$ cat src/rtl/kwt_pkg.sv
package kwt_pkg;
    typedef enum logic [1:0] {ST_OFF, ST_ARMED, ST_KEYED, ST_HOLD} kwt_state_e;
    typedef enum logic [1:0] {OP_WRITE = 2'd0, OP_SET = 2'd1, OP_CLEAR = 2'd2, OP_NONE = 2'd3} kwt_op_e;

    localparam int ADDR_W = 8;
    localparam logic [ADDR_W-1:0] A_CTRL  = 8'h00;
    localparam logic [ADDR_W-1:0] A_ARM   = 8'h10;
    localparam logic [ADDR_W-1:0] A_CONF  = 8'h20;
    localparam logic [ADDR_W-1:0] A_STAT  = 8'h30;
    localparam logic [ADDR_W-1:0] A_COUNT = 8'h40;
    localparam logic [ADDR_W-1:0] A_LIMIT = 8'h60;
    localparam logic [ADDR_W-1:0] A_WIN   = 8'h70;
    localparam logic [ADDR_W-1:0] A_CAUSE = 8'h80;

    localparam logic [7:0] ARM_KEY  = 8'h40;
    localparam logic [7:0] CONF_KEY = 8'h08;
    localparam int EN_BIT    = 15;
    localparam int CAUSE_BIT = 5;

    function automatic logic apply_op(input kwt_op_e op, input logic cur, input logic d);
        logic r;
        unique case (op)
            OP_WRITE: r = d;
            OP_SET:   r = cur | d;
            OP_CLEAR: r = cur & ~d;
            default:  r = cur;
        endcase
        return r;
    endfunction
endpackage

$ cat src/rtl/kwt_counter.sv
module kwt_counter #(
    parameter int LIMIT_CNT = 64,
    parameter int WIN_CNT   = 16,
    parameter int CNT_W     = $clog2(LIMIT_CNT)
) (
    input  logic             clk,
    input  logic             rst_n,
    input  logic             run,
    input  logic             tick,
    input  logic             restart,
    output logic [CNT_W-1:0] count,
    output logic             win_open,
    output logic             limit_hit
);
    localparam logic [CNT_W-1:0] LAST_C      = CNT_W'(LIMIT_CNT - 1);
    localparam logic [CNT_W-1:0] WIN_START_C = CNT_W'(LIMIT_CNT - WIN_CNT);

    assign limit_hit = run && tick && (count == LAST_C);
    assign win_open  = run && (count >= WIN_START_C);

    always_ff @(posedge clk) begin
        if (!rst_n || !run || restart)
            count <= '0;
        else if (tick)
            count <= (count == LAST_C) ? '0 : count + 1'b1;
    end

    assert_count_bound_R3: assert property (@(posedge clk) disable iff (!rst_n)
        count <= LAST_C);
    assert_limit_restarts_R8: assert property (@(posedge clk) disable iff (!rst_n)
        limit_hit |=> count == '0);
endmodule

$ cat src/rtl/kwt_keyfsm.sv
module kwt_keyfsm
    import kwt_pkg::*;
(
    input  logic       clk,
    input  logic       rst_n,
    input  logic       req_on,
    input  logic       req_off,
    input  logic       arm_wr,
    input  logic       arm_ok,
    input  logic       conf_wr,
    input  logic       conf_ok,
    input  logic       win_open,
    input  logic       limit_hit,
    output kwt_state_e state,
    output logic       running,
    output logic       fire,
    output logic       good_clear,
    output logic       flag_bad_arm,
    output logic       flag_bad_conf,
    output logic       flag_evt,
    output logic       timeout_q
);
    kwt_state_e nxt;
    logic bad_arm, bad_conf;

    assign running    = (state == ST_ARMED) || (state == ST_KEYED);
    assign good_clear = running && conf_wr && conf_ok && (state == ST_KEYED) && win_open;
    assign bad_arm    = running && arm_wr && !arm_ok;
    assign bad_conf   = running && conf_wr && !good_clear;
    assign fire       = running && !req_off && (bad_arm || bad_conf || (limit_hit && !good_clear));

    always_comb begin
        nxt = state;
        unique case (state)
            ST_OFF:   if (req_on) nxt = ST_ARMED;
            ST_ARMED,
            ST_KEYED: begin
                if (req_off)                  nxt = ST_HOLD;
                else if (fire || good_clear)  nxt = ST_ARMED;
                else if (arm_wr && arm_ok)    nxt = ST_KEYED;
            end
            ST_HOLD:  nxt = ST_OFF;
            default:  nxt = ST_OFF;
        endcase
    end

    always_ff @(posedge clk) begin
        if (!rst_n) state <= ST_OFF;
        else        state <= nxt;
    end

    always_ff @(posedge clk) begin
        if (!rst_n) begin
            flag_bad_arm  <= 1'b0;
            flag_bad_conf <= 1'b0;
            flag_evt      <= 1'b0;
            timeout_q     <= 1'b0;
        end else begin
            timeout_q <= fire;
            if (good_clear) begin
                flag_bad_arm  <= 1'b0;
                flag_bad_conf <= 1'b0;
                flag_evt      <= 1'b0;
            end else if (fire) begin
                flag_bad_arm  <= flag_bad_arm | bad_arm;
                flag_bad_conf <= flag_bad_conf | bad_conf;
                flag_evt      <= 1'b1;
            end
        end
    end

    assert_hold_leaves_R10: assert property (@(posedge clk) disable iff (!rst_n)
        state == ST_HOLD |=> state == ST_OFF);
    assert_event_pulse_R8: assert property (@(posedge clk) disable iff (!rst_n)
        fire |=> timeout_q && flag_evt);
    assert_clear_flags_R5: assert property (@(posedge clk) disable iff (!rst_n)
        good_clear |=> !flag_bad_arm && !flag_bad_conf && !flag_evt && !timeout_q);
    assert_keyed_from_armkey_R5: assert property (@(posedge clk) disable iff (!rst_n)
        $rose(state == ST_KEYED) |-> $past(arm_wr && arm_ok));
endmodule

$ cat src/rtl/kwt_regbus.sv
module kwt_regbus
    import kwt_pkg::*;
#(
    parameter int DATA_W    = 32,
    parameter int LIMIT_CNT = 64,
    parameter int WIN_CNT   = 16,
    parameter int CNT_W     = 6
) (
    input  logic              clk,
    input  logic              rst_n,
    input  logic              bus_sel,
    input  logic              bus_we,
    input  logic [1:0]        bus_op,
    input  logic [ADDR_W-1:0] bus_addr,
    input  logic [DATA_W-1:0] bus_wdata,
    input  logic              hold,
    input  logic              running,
    input  logic              win_open,
    input  logic              fire,
    input  logic              flag_bad_arm,
    input  logic              flag_bad_conf,
    input  logic              flag_evt,
    input  logic [CNT_W-1:0]  count,
    output logic [DATA_W-1:0] bus_rdata,
    output logic              req_on,
    output logic              req_off,
    output logic              arm_wr,
    output logic              arm_ok,
    output logic              conf_wr,
    output logic              conf_ok,
    output logic              cause_q
);
    kwt_op_e op;
    logic    wr, en_next;

    assign op      = kwt_op_e'(bus_op);
    assign wr      = bus_sel && bus_we && !hold;
    assign en_next = apply_op(op, running, bus_wdata[EN_BIT]);
    assign req_on  = wr && (bus_addr == A_CTRL) && !running && en_next;
    assign req_off = wr && (bus_addr == A_CTRL) && running && !en_next;
    assign arm_wr  = wr && (bus_addr == A_ARM);
    assign arm_ok  = bus_wdata[15:8] == ARM_KEY;
    assign conf_wr = wr && (bus_addr == A_CONF);
    assign conf_ok = bus_wdata[7:0] == CONF_KEY;

    always_ff @(posedge clk) begin
        if (!rst_n)
            cause_q <= 1'b0;
        else if (fire)
            cause_q <= 1'b1;
        else if (wr && bus_addr == A_CAUSE)
            cause_q <= apply_op(op, cause_q, bus_wdata[CAUSE_BIT]);
    end

    always_comb begin
        bus_rdata = '0;
        if (bus_sel && !bus_we && !hold) begin
            unique case (bus_addr)
                A_CTRL:  bus_rdata[EN_BIT] = running;
                A_STAT:  bus_rdata[7:0] = {flag_bad_arm, flag_bad_conf, flag_evt, 4'b0, win_open};
                A_COUNT: bus_rdata = DATA_W'(count);
                A_LIMIT: bus_rdata = DATA_W'(LIMIT_CNT);
                A_WIN:   bus_rdata = DATA_W'(WIN_CNT);
                A_CAUSE: bus_rdata[CAUSE_BIT] = cause_q;
                default: bus_rdata = '0;
            endcase
        end
    end
endmodule

$ cat src/rtl/keyed_window_timer.sv
module keyed_window_timer
    import kwt_pkg::*;
#(
    parameter int DATA_W    = 32,
    parameter int LIMIT_CNT = 64,
    parameter int WIN_CNT   = 16
) (
    input  logic              clk,
    input  logic              rst_n,
    input  logic              tick,
    input  logic              bus_sel,
    input  logic              bus_we,
    input  logic [1:0]        bus_op,
    input  logic [7:0]        bus_addr,
    input  logic [DATA_W-1:0] bus_wdata,
    output logic [DATA_W-1:0] bus_rdata,
    output logic              timeout_o,
    output logic              rst_cause_o
);
    localparam int CNT_W = $clog2(LIMIT_CNT);

    kwt_state_e       state;
    logic             running, fire, good_clear;
    logic             flag_bad_arm, flag_bad_conf, flag_evt;
    logic             req_on, req_off, arm_wr, arm_ok, conf_wr, conf_ok;
    logic             win_open, limit_hit;
    logic [CNT_W-1:0] count;

    kwt_counter #(.LIMIT_CNT(LIMIT_CNT), .WIN_CNT(WIN_CNT), .CNT_W(CNT_W)) u_count (
        .clk(clk), .rst_n(rst_n), .run(running), .tick(tick),
        .restart(fire || good_clear), .count(count),
        .win_open(win_open), .limit_hit(limit_hit)
    );

    kwt_keyfsm u_fsm (
        .clk(clk), .rst_n(rst_n), .req_on(req_on), .req_off(req_off),
        .arm_wr(arm_wr), .arm_ok(arm_ok), .conf_wr(conf_wr), .conf_ok(conf_ok),
        .win_open(win_open), .limit_hit(limit_hit), .state(state),
        .running(running), .fire(fire), .good_clear(good_clear),
        .flag_bad_arm(flag_bad_arm), .flag_bad_conf(flag_bad_conf),
        .flag_evt(flag_evt), .timeout_q(timeout_o)
    );

    kwt_regbus #(.DATA_W(DATA_W), .LIMIT_CNT(LIMIT_CNT), .WIN_CNT(WIN_CNT), .CNT_W(CNT_W)) u_bus (
        .clk(clk), .rst_n(rst_n), .bus_sel(bus_sel), .bus_we(bus_we),
        .bus_op(bus_op), .bus_addr(bus_addr), .bus_wdata(bus_wdata),
        .hold(state == ST_HOLD), .running(running), .win_open(win_open),
        .fire(fire), .flag_bad_arm(flag_bad_arm), .flag_bad_conf(flag_bad_conf),
        .flag_evt(flag_evt), .count(count), .bus_rdata(bus_rdata),
        .req_on(req_on), .req_off(req_off), .arm_wr(arm_wr), .arm_ok(arm_ok),
        .conf_wr(conf_wr), .conf_ok(conf_ok), .cause_q(rst_cause_o)
    );

    assert_cause_with_pulse_R9: assert property (@(posedge clk) disable iff (!rst_n)
        timeout_o |-> rst_cause_o);
    assert_off_quiet_R11: assert property (@(posedge clk) disable iff (!rst_n)
        (state == ST_OFF) |=> !timeout_o);
endmodule

$ cat config.mk
export PLATFORM = sky130hd
export DESIGN_NAME = keyed_window_timer
export DESIGN_NICKNAME = d
export VERILOG_FILES = /design/src/rtl/kwt_pkg.sv /design/src/rtl/kwt_counter.sv /design/src/rtl/kwt_keyfsm.sv /design/src/rtl/kwt_regbus.sv /design/src/rtl/keyed_window_timer.sv
export SDC_FILE = /design/constraint.sdc
export NUM_CORES = 1
export LEC_CHECK = 0
export ABC_AREA = 1
export CAP_MARGIN = 20
export CORE_ASPECT_RATIO = 1.2
export CORE_UTILIZATION = 40
export CTS_BUF_LIST = sky130_fd_sc_hd__clkbuf_8 sky130_fd_sc_hd__clkbuf_16
export DETAILED_ROUTE_END_ITERATION = 10
export GPL_ROUTABILITY_DRIVEN = 0
export MAX_ROUTING_LAYER = met4
export PLACE_DENSITY = 0.91
export SYNTH_ARGS = -nofsm -noshare
export SYNTH_HDL_FRONTEND = slang
export SYNTH_SLANG_ARGS = --single-unit
$ cat constraint.sdc
create_clock -name clk -period 2.35 [get_ports clk]
set_clock_uncertainty 0.2 [all_clocks]
set_input_delay 0.3525 -clock clk [delete_from_list [all_inputs] [get_ports clk]]
set_output_delay 0.3525 -clock clk [all_outputs]
set_load 0.01 [all_outputs]
# ---- Yosys cells after proc, flatten, opt, wreduce, memory -nomap -nowiden
# Cells that the tools add are included.
dict set report totals {
  reg_bits 13
  inputBits 47
  out_inout_bits 34
  word_cells 99
}
dict set report classes {
  addsub 1
  n_lt_le_gt_ge 1
  eq_ne 17
  muxes 15
  n_bitwise 9
  n_reduce_logical 49
}
# cell n
set ops {}
lappend ops {{8-bit by 7-bit equality test with 1-bit output, second input constant} 4}
lappend ops {{1-bit logical AND} 26}
lappend ops {{8-bit by 6-bit equality test with 1-bit output, second input constant} 2}
lappend ops {{16-bit 2-to-1 mux} 1}
lappend ops {{5-bit one-hot mux with 3 select lines} 1}
lappend ops {{1-bit one-hot mux with 3 select lines} 3}
lappend ops {{8-bit by 4-bit equality test with 1-bit output, second input constant} 1}
lappend ops {{8-bit by 5-bit equality test with 1-bit output, second input constant} 1}
lappend ops {{8-bit equality test, second input constant} 1}
lappend ops {{1-bit zero test} 8}
lappend ops {{8-bit zero test} 1}
lappend ops {{2-bit 2-to-1 mux} 4}
lappend ops {{6-bit by 1-bit adder with 6-bit output, second input constant} 1}
lappend ops {{2-bit equality test, second input constant} 3}
lappend ops {{6-bit equality test, second input constant} 1}
lappend ops {{6-bit >= comparator, second input constant} 1}
lappend ops {{1-bit logical OR} 6}
lappend ops {{6-bit 2-to-1 mux} 1}
lappend ops {{2-bit one-hot mux with 3 select lines} 1}
lappend ops {{2-bit by 1-bit equality test with 1-bit output, second input constant} 2}
lappend ops {{2-bit zero test} 2}
lappend ops {{4-bit by 2-bit inequality test with 1-bit output, second input constant} 1}
lappend ops {{1-bit bitwise OR} 4}
lappend ops {{2-bit one-hot mux with 2 select lines} 1}
lappend ops {{8 further kinds} 15}

# ---- Depth between registers and ports, before layout
dict set report depth {
  depth_word 17
  depth_mapped 13
  depth_no_buf 13
}

# ---- By module
# A second synthesis with hierarchy kept.
dict set report unflattened {
  cells_unflattened 240
  hier_area_um2 1463.9
}
# module instances cells_per_inst area_each_um2 seq_area_each_um2
set by_module_without_submodules {}
lappend by_module_without_submodules {kwt_regbus 1 119 670.6 20.0}
lappend by_module_without_submodules {kwt_keyfsm 1 65 460.4 120.1}
lappend by_module_without_submodules {kwt_counter 1 51 314.1 120.1}
lappend by_module_without_submodules {keyed_window_timer 1 5 18.8 0.0}

# ---- Worst setup path after synthesis
# OpenSTA, ideal clock, no wires.
dict set report synth_path {
  path_type {reg-to-reg}
  start {register u_fsm.state[0]}
  end {register u_fsm.state[1]}
  setup_ns 0.113
  t_arrival_ns 1.575
  t_required_ns 2.037
  path_slack_ns 0.462
  path_stages_with_launch 14
  path_buffers 0
  synth_period_minus_slack_ns 1.888
  cell_sequence {dfxtp_1 -> inv_1 -> ha_1 -> inv_2 -> nor2_1 -> nand2_1 -> nor2_4 -> nand2_2 -> nand3_2 -> nand2_4 -> nand2_2 -> nor2_2 -> nor2_1 -> nor2_1}
}
dict set report synth_between {
  elab_chain_cells 17
  word_cells_on_any_way 45
  classes_between {5 x eq/ne; 4 x mux; 2 x bitwise; 34 x reduce/logical}
}
# element line_no
set synth_lines {}
lappend synth_lines {{start: declaration} kwt_keyfsm.sv:14} ;# output kwt_state_e state,
lappend synth_lines {{start signal: assignment} kwt_keyfsm.sv:49} ;# else state <= nxt;
lappend synth_lines {{2-bit equality test} {kwt_keyfsm.sv:34, keyed_window_timer.sv:47}}
lappend synth_lines {{1-bit zero test} kwt_regbus.sv:37} ;# assign wr = bus_sel && bus_we && !hold;
lappend synth_lines {{1-bit logical AND} kwt_regbus.sv:37}
lappend synth_lines {{1-bit logical AND} kwt_regbus.sv:43} ;# assign conf_wr = wr && (bus_addr == A_CONF);
lappend synth_lines {{1-bit logical AND} {kwt_keyfsm.sv:27, kwt_keyfsm.sv:29}}
lappend synth_lines {{1-bit logical AND (3 in a row)} kwt_keyfsm.sv:27} ;# assign good_clear = running && conf_wr && conf_ok && (state == ST_KEYED) && win_open;
lappend synth_lines {{1-bit zero test} {kwt_keyfsm.sv:29, kwt_keyfsm.sv:30}}
lappend synth_lines {{1-bit logical AND} kwt_keyfsm.sv:29} ;# assign bad_conf = running && conf_wr && !good_clear;
lappend synth_lines {{1-bit logical OR (2 in a row)} kwt_keyfsm.sv:30} ;# assign fire = running && !req_off && (bad_arm || bad_conf || (limit_hit && !good_clear));
lappend synth_lines {{1-bit logical AND} kwt_keyfsm.sv:30}
lappend synth_lines {{1-bit logical OR} kwt_keyfsm.sv:39} ;# else if (fire || good_clear) nxt = ST_ARMED;
lappend synth_lines {{2-bit 2-to-1 mux} kwt_keyfsm.sv:39}
lappend synth_lines {{2-bit 2-to-1 mux} kwt_keyfsm.sv:38} ;# if (req_off) nxt = ST_HOLD;
lappend synth_lines {{2-bit one-hot mux with 3 select lines} kwt_keyfsm.sv:34} ;# unique case (state)
# Parallel ways exist; a longest one is shown, timed or not.
# A chain may end at the register's enable or synchronous reset.

# ---- Final worst setup path
dict set report layout_path {
  start {input port bus_addr[7]}
  end {output port bus_rdata[6]}
}
dict set report layout_between {
  elab_chain_cells 3
  word_cells_on_any_way 4
  classes_between {2 x eq/ne; 2 x mux}
}
# element line_no
set layout_lines {}
lappend layout_lines {{start: declaration} keyed_window_timer.sv:14} ;# input logic [7:0] bus_addr,
lappend layout_lines {{8-bit by 7-bit equality test with 1-bit output or 8-bit by 6-bit equality test with 1-bit output (tied branches)} kwt_regbus.sv:58} ;# unique case (bus_addr)
lappend layout_lines {{2-bit one-hot mux with 2 select lines (*)} kwt_regbus.sv:58}
lappend layout_lines {{16-bit 2-to-1 mux (*)} kwt_regbus.sv:57} ;# if (bus_sel && !bus_we && !hold) begin
lappend layout_lines {{end: declaration} keyed_window_timer.sv:16} ;# output logic [DATA_W-1:0] bus_rdata,
# Every way passes the cells marked *; elsewhere a longest branch is shown, timed or not.

==> run metrics <==
run status finished, violations left; violations in the final reports DRC; leading cell types in the layout, fill and taps excluded 49 x sky130_fd_sc_hd__nand2_1, 46 x sky130_fd_sc_hd__inv_1, 32 x sky130_fd_sc_hd__nor2_1, 29 x sky130_fd_sc_hd__buf_4, 28 x sky130_fd_sc_hd__clkdlybuf4s50_1; register area 260 um2; layout filler cell count 339; HPWL Detailed 3.15 mm; Final Non-Filler Cells 369; startpoint kind of the worst setup timing path input pin; grt total ovfl 0; total routing usage reported by global routing 0.193; pin count of the biggest net entering global routing 8; maximum clock frequency 434 MHz; Hold Violations, Final 0; clock-pin slew on the worst setup and hold paths 0.05 ns; Yosys warning count 0; area enclosed by the die boundary 4020 um2; critical path required time 1.80 ns; buffers from clock root to sink, at most 2; Avg Synthesized Cell Area 6.18 um2; kind of path behind the tightest hold check flip-flop to flip-flop; Gate Count Post-Synth 244; # port buffers 41; Final Net Count 373; worst ir drop on vdd 297 uV; Antenna Violating Nets Remaining 0; Hold Path Sink u_fsm.flag_evt$_SDFFE_PP0P_; routed vias/inst 4.60; number of remaining DRC errors 6; wire length of the first global-routing pass 6.02 mm; Leakage 1.07 nW; share of the cycle needed by the critical path after routing 0.980; minimum clock period 2.30 ns; Core Region 3630 um2; logic depth of the worst register-to-register path 15; FF-to-FF setup slack 0.19 ns; max-capacitance violation count 0; power density relative to cell area 382 nW/um2; antenna cells 0; count of different cell masters after synthesis 29; worst flop-to-flop path startpoint u_fsm.state[0]$_SDFFE_PN0P_; count of placed standard cells including taps 361; post-detailed-routing wire length 3.98 mm; Row Count 24; die span in x 58.0 um; vias in the first global route 1561; Placement Setup Slack -0.342 ns; clock sink count 13; area of combinational cells with multiple inputs 1020 um2; initial detailed-routing violation count 53; Clock Latency Late Sink 0.25 ns; clock tree from TritonCTS done; initial antenna violation count 0; initial core utilization 0.415; netlist area before placement 1510 um2; #FFs+latches synth 13; start point of the worst hold path u_fsm.flag_evt$_SDFFE_PP0P_; CP arrival 1.75 ns; Finished Cell Area 2170 um2; total of endpoints with negative setup slack in the final report 0; fin worst setup slack 0.0459 ns; Crit Reg-Reg Endpoint u_fsm.state[1]$_SDFFE_PN0P_; top fanout value on the critical path 4; height of the die 69.3 um; number of pins with negative max-slew slack in the final report 0; TritonCTS buffer count 3; post-synthesis to final-layout area growth 44.1%; total I/O pin count 81; number of iterations in the first detailed-routing pass 8; number of stages on the worst hold path 2; total via count in the routed design 1698; share of the yosys chip area belonging to registers 0.173; clock tree root driver cell sky130_fd_sc_hd__clkbuf_8; kind of end point of the critical path output pin; most frequent standard cell in the layout excluding fill and tap cells sky130_fd_sc_hd__nand2_1; wire length per cell after detailed routing 10.8 um; placed cell areas 2080 um2; Max H-tree Level 1; fraction of layout instances using a drive strength above 1 0.227; start-to-end type of the worst setup path input pin to output pin
-- flip-flops by register name (all words and copies together), names as in the netlist --
| signal | cells |
|---|---|
| u_fsm.state | 2 |
| u_fsm.flag_bad_arm | 1 |
| u_fsm.timeout_q | 1 |
| u_fsm.flag_bad_conf | 1 |
| u_fsm.flag_evt | 1 |
| u_count.count | 6 |
| u_bus.cause_q | 1 |
-- power breakdown --
part	leakage, nW	switching (W)	internal, W	total [W]
Combinational	0.939	0.000209	0.000168	0.000377
Sequential	0.105	0.0000145	0.000237	0.000252
Clock	0.0269	0.0000854	0.000116	0.000201
Total	1.07	0.000309	0.000521	0.000830
-- per-stage QoR --
step	TNS (ns)	util	hold WS [ns]	total power (W)
floorplan	0	-	0.233	0.000491
global placement	-2.38	0.573	0.246	0.000593
detailed placement	-2.51	0.573	0.278	0.000609
CTS	0	0.586	0.287	0.000809
global route	-0.132	0.598	0.324	0.000874
finish	0	0.598	0.290	0.000830
-- worst max-delay path by stage --
stage                                startpoint                           to  slack, ns  cells past startpoint
CTS                                 bus_addr[1]                 bus_rdata[1]    0.00009                      7
global route        u_fsm.state[1]$_SDFFE_PN0P_                 bus_rdata[3]      -0.04                      6
detailed placement                  bus_addr[3]                 bus_rdata[6]      -0.34                      9
floorplan           u_fsm.state[0]$_SDFFE_PN0P_  u_fsm.state[1]$_SDFFE_PN0P_       0.46                     13
finish                              bus_addr[7]                 bus_rdata[6]       0.05                      8
global placement                    bus_addr[3]                 bus_rdata[6]      -0.31                      9
-- metal layers --
metal | vias up | share of wire | GRT usage
met5 | - | 0 | -
met4 | 0 | 0.026 | 0.0688
met3 | 11 | 0.057 | 0.0261
met2 | 62 | 0.52 | 0.363
met1 | 767 | 0.40 | 0.197
li1 | 858 | - | -
-- cell usage after synthesis --
library cell                n  share of area
sky130_fd_sc_hd__inv_1     46           0.11
sky130_fd_sc_hd__nand2_1   49           0.12
sky130_fd_sc_hd__a21oi_1   10          0.033
sky130_fd_sc_hd__nor4_2     1         0.0083
sky130_fd_sc_hd__nor4_1     1         0.0042
sky130_fd_sc_hd__a21oi_4    1          0.011
sky130_fd_sc_hd__nor3_1     7          0.023
sky130_fd_sc_hd__a211oi_1   1         0.0050
sky130_fd_sc_hd__nor2_2     6          0.025
sky130_fd_sc_hd__nor2_4     4          0.030
sky130_fd_sc_hd__inv_2      1         0.0025
sky130_fd_sc_hd__o21ai_0    5          0.017
sky130_fd_sc_hd__buf_4     23           0.11
sky130_fd_sc_hd__conb_1     1         0.0025
sky130_fd_sc_hd__o22ai_1    1         0.0042
sky130_fd_sc_hd__nor2_1    32          0.080
sky130_fd_sc_hd__nand3_1   10          0.033
sky130_fd_sc_hd__clkinv_1   1         0.0025
sky130_fd_sc_hd__nand2_4    2          0.015
sky130_fd_sc_hd__or2_2      1         0.0042
sky130_fd_sc_hd__nand2_2    3          0.012
sky130_fd_sc_hd__nor3b_1    1         0.0050
sky130_fd_sc_hd__xnor2_1    2          0.012
sky130_fd_sc_hd__nand4_1    6          0.025
sky130_fd_sc_hd__nand3_2    4          0.027
sky130_fd_sc_hd__ha_1       8          0.066
sky130_fd_sc_hd__dfxtp_1   13           0.17
sky130_fd_sc_hd__a211oi_2   2          0.017
sky130_fd_sc_hd__nor3_2     2          0.013
-- layout make-up --
class,instances,area share
multi-input combinational,182,0.470
timing repair buffer,70,0.276
sequential,13,0.120
inverter,48,0.0829
tap,52,0.0299
clock buffer,3,0.0190
clock inverter,1,0.00173
-- worst max-delay path, cell delays in order --
cell and delay (ns):
sky130_fd_sc_hd__clkdlybuf4s50_1 0.47, sky130_fd_sc_hd__nor2_1 0.20, sky130_fd_sc_hd__nand4_1 0.14, sky130_fd_sc_hd__buf_4 0.17
sky130_fd_sc_hd__inv_1 0.07, sky130_fd_sc_hd__nand2_1 0.06, sky130_fd_sc_hd__a21oi_2 0.14, sky130_fd_sc_hd__buf_2 0.15
-- repair_timing --
action | in CTS | in global routing
buffers inserted | 3 | 1
resized for setup | 24 | 18
hold endpoints to repair | 0 | 0
pin swaps | 3 | 4
cloned | 0 | 0
hold buffers | 0 | 0
setup endpoints to repair | 9 | 10
-- kinds of logic after synthesis --
logic type | Yosys count | synth area share
and+or+nand+nor | 129 | 0.427
buffers and inverters | 71 | 0.234
AOI/OAI and AO/OA | 20 | 0.0863
DFF | 13 | 0.173
adders and majority gates | 8 | 0.0664
xor gates and xnor gates | 2 | 0.0116
other | 1 | 0.00249
Note: power is estimated with default switching activity, not from simulation.
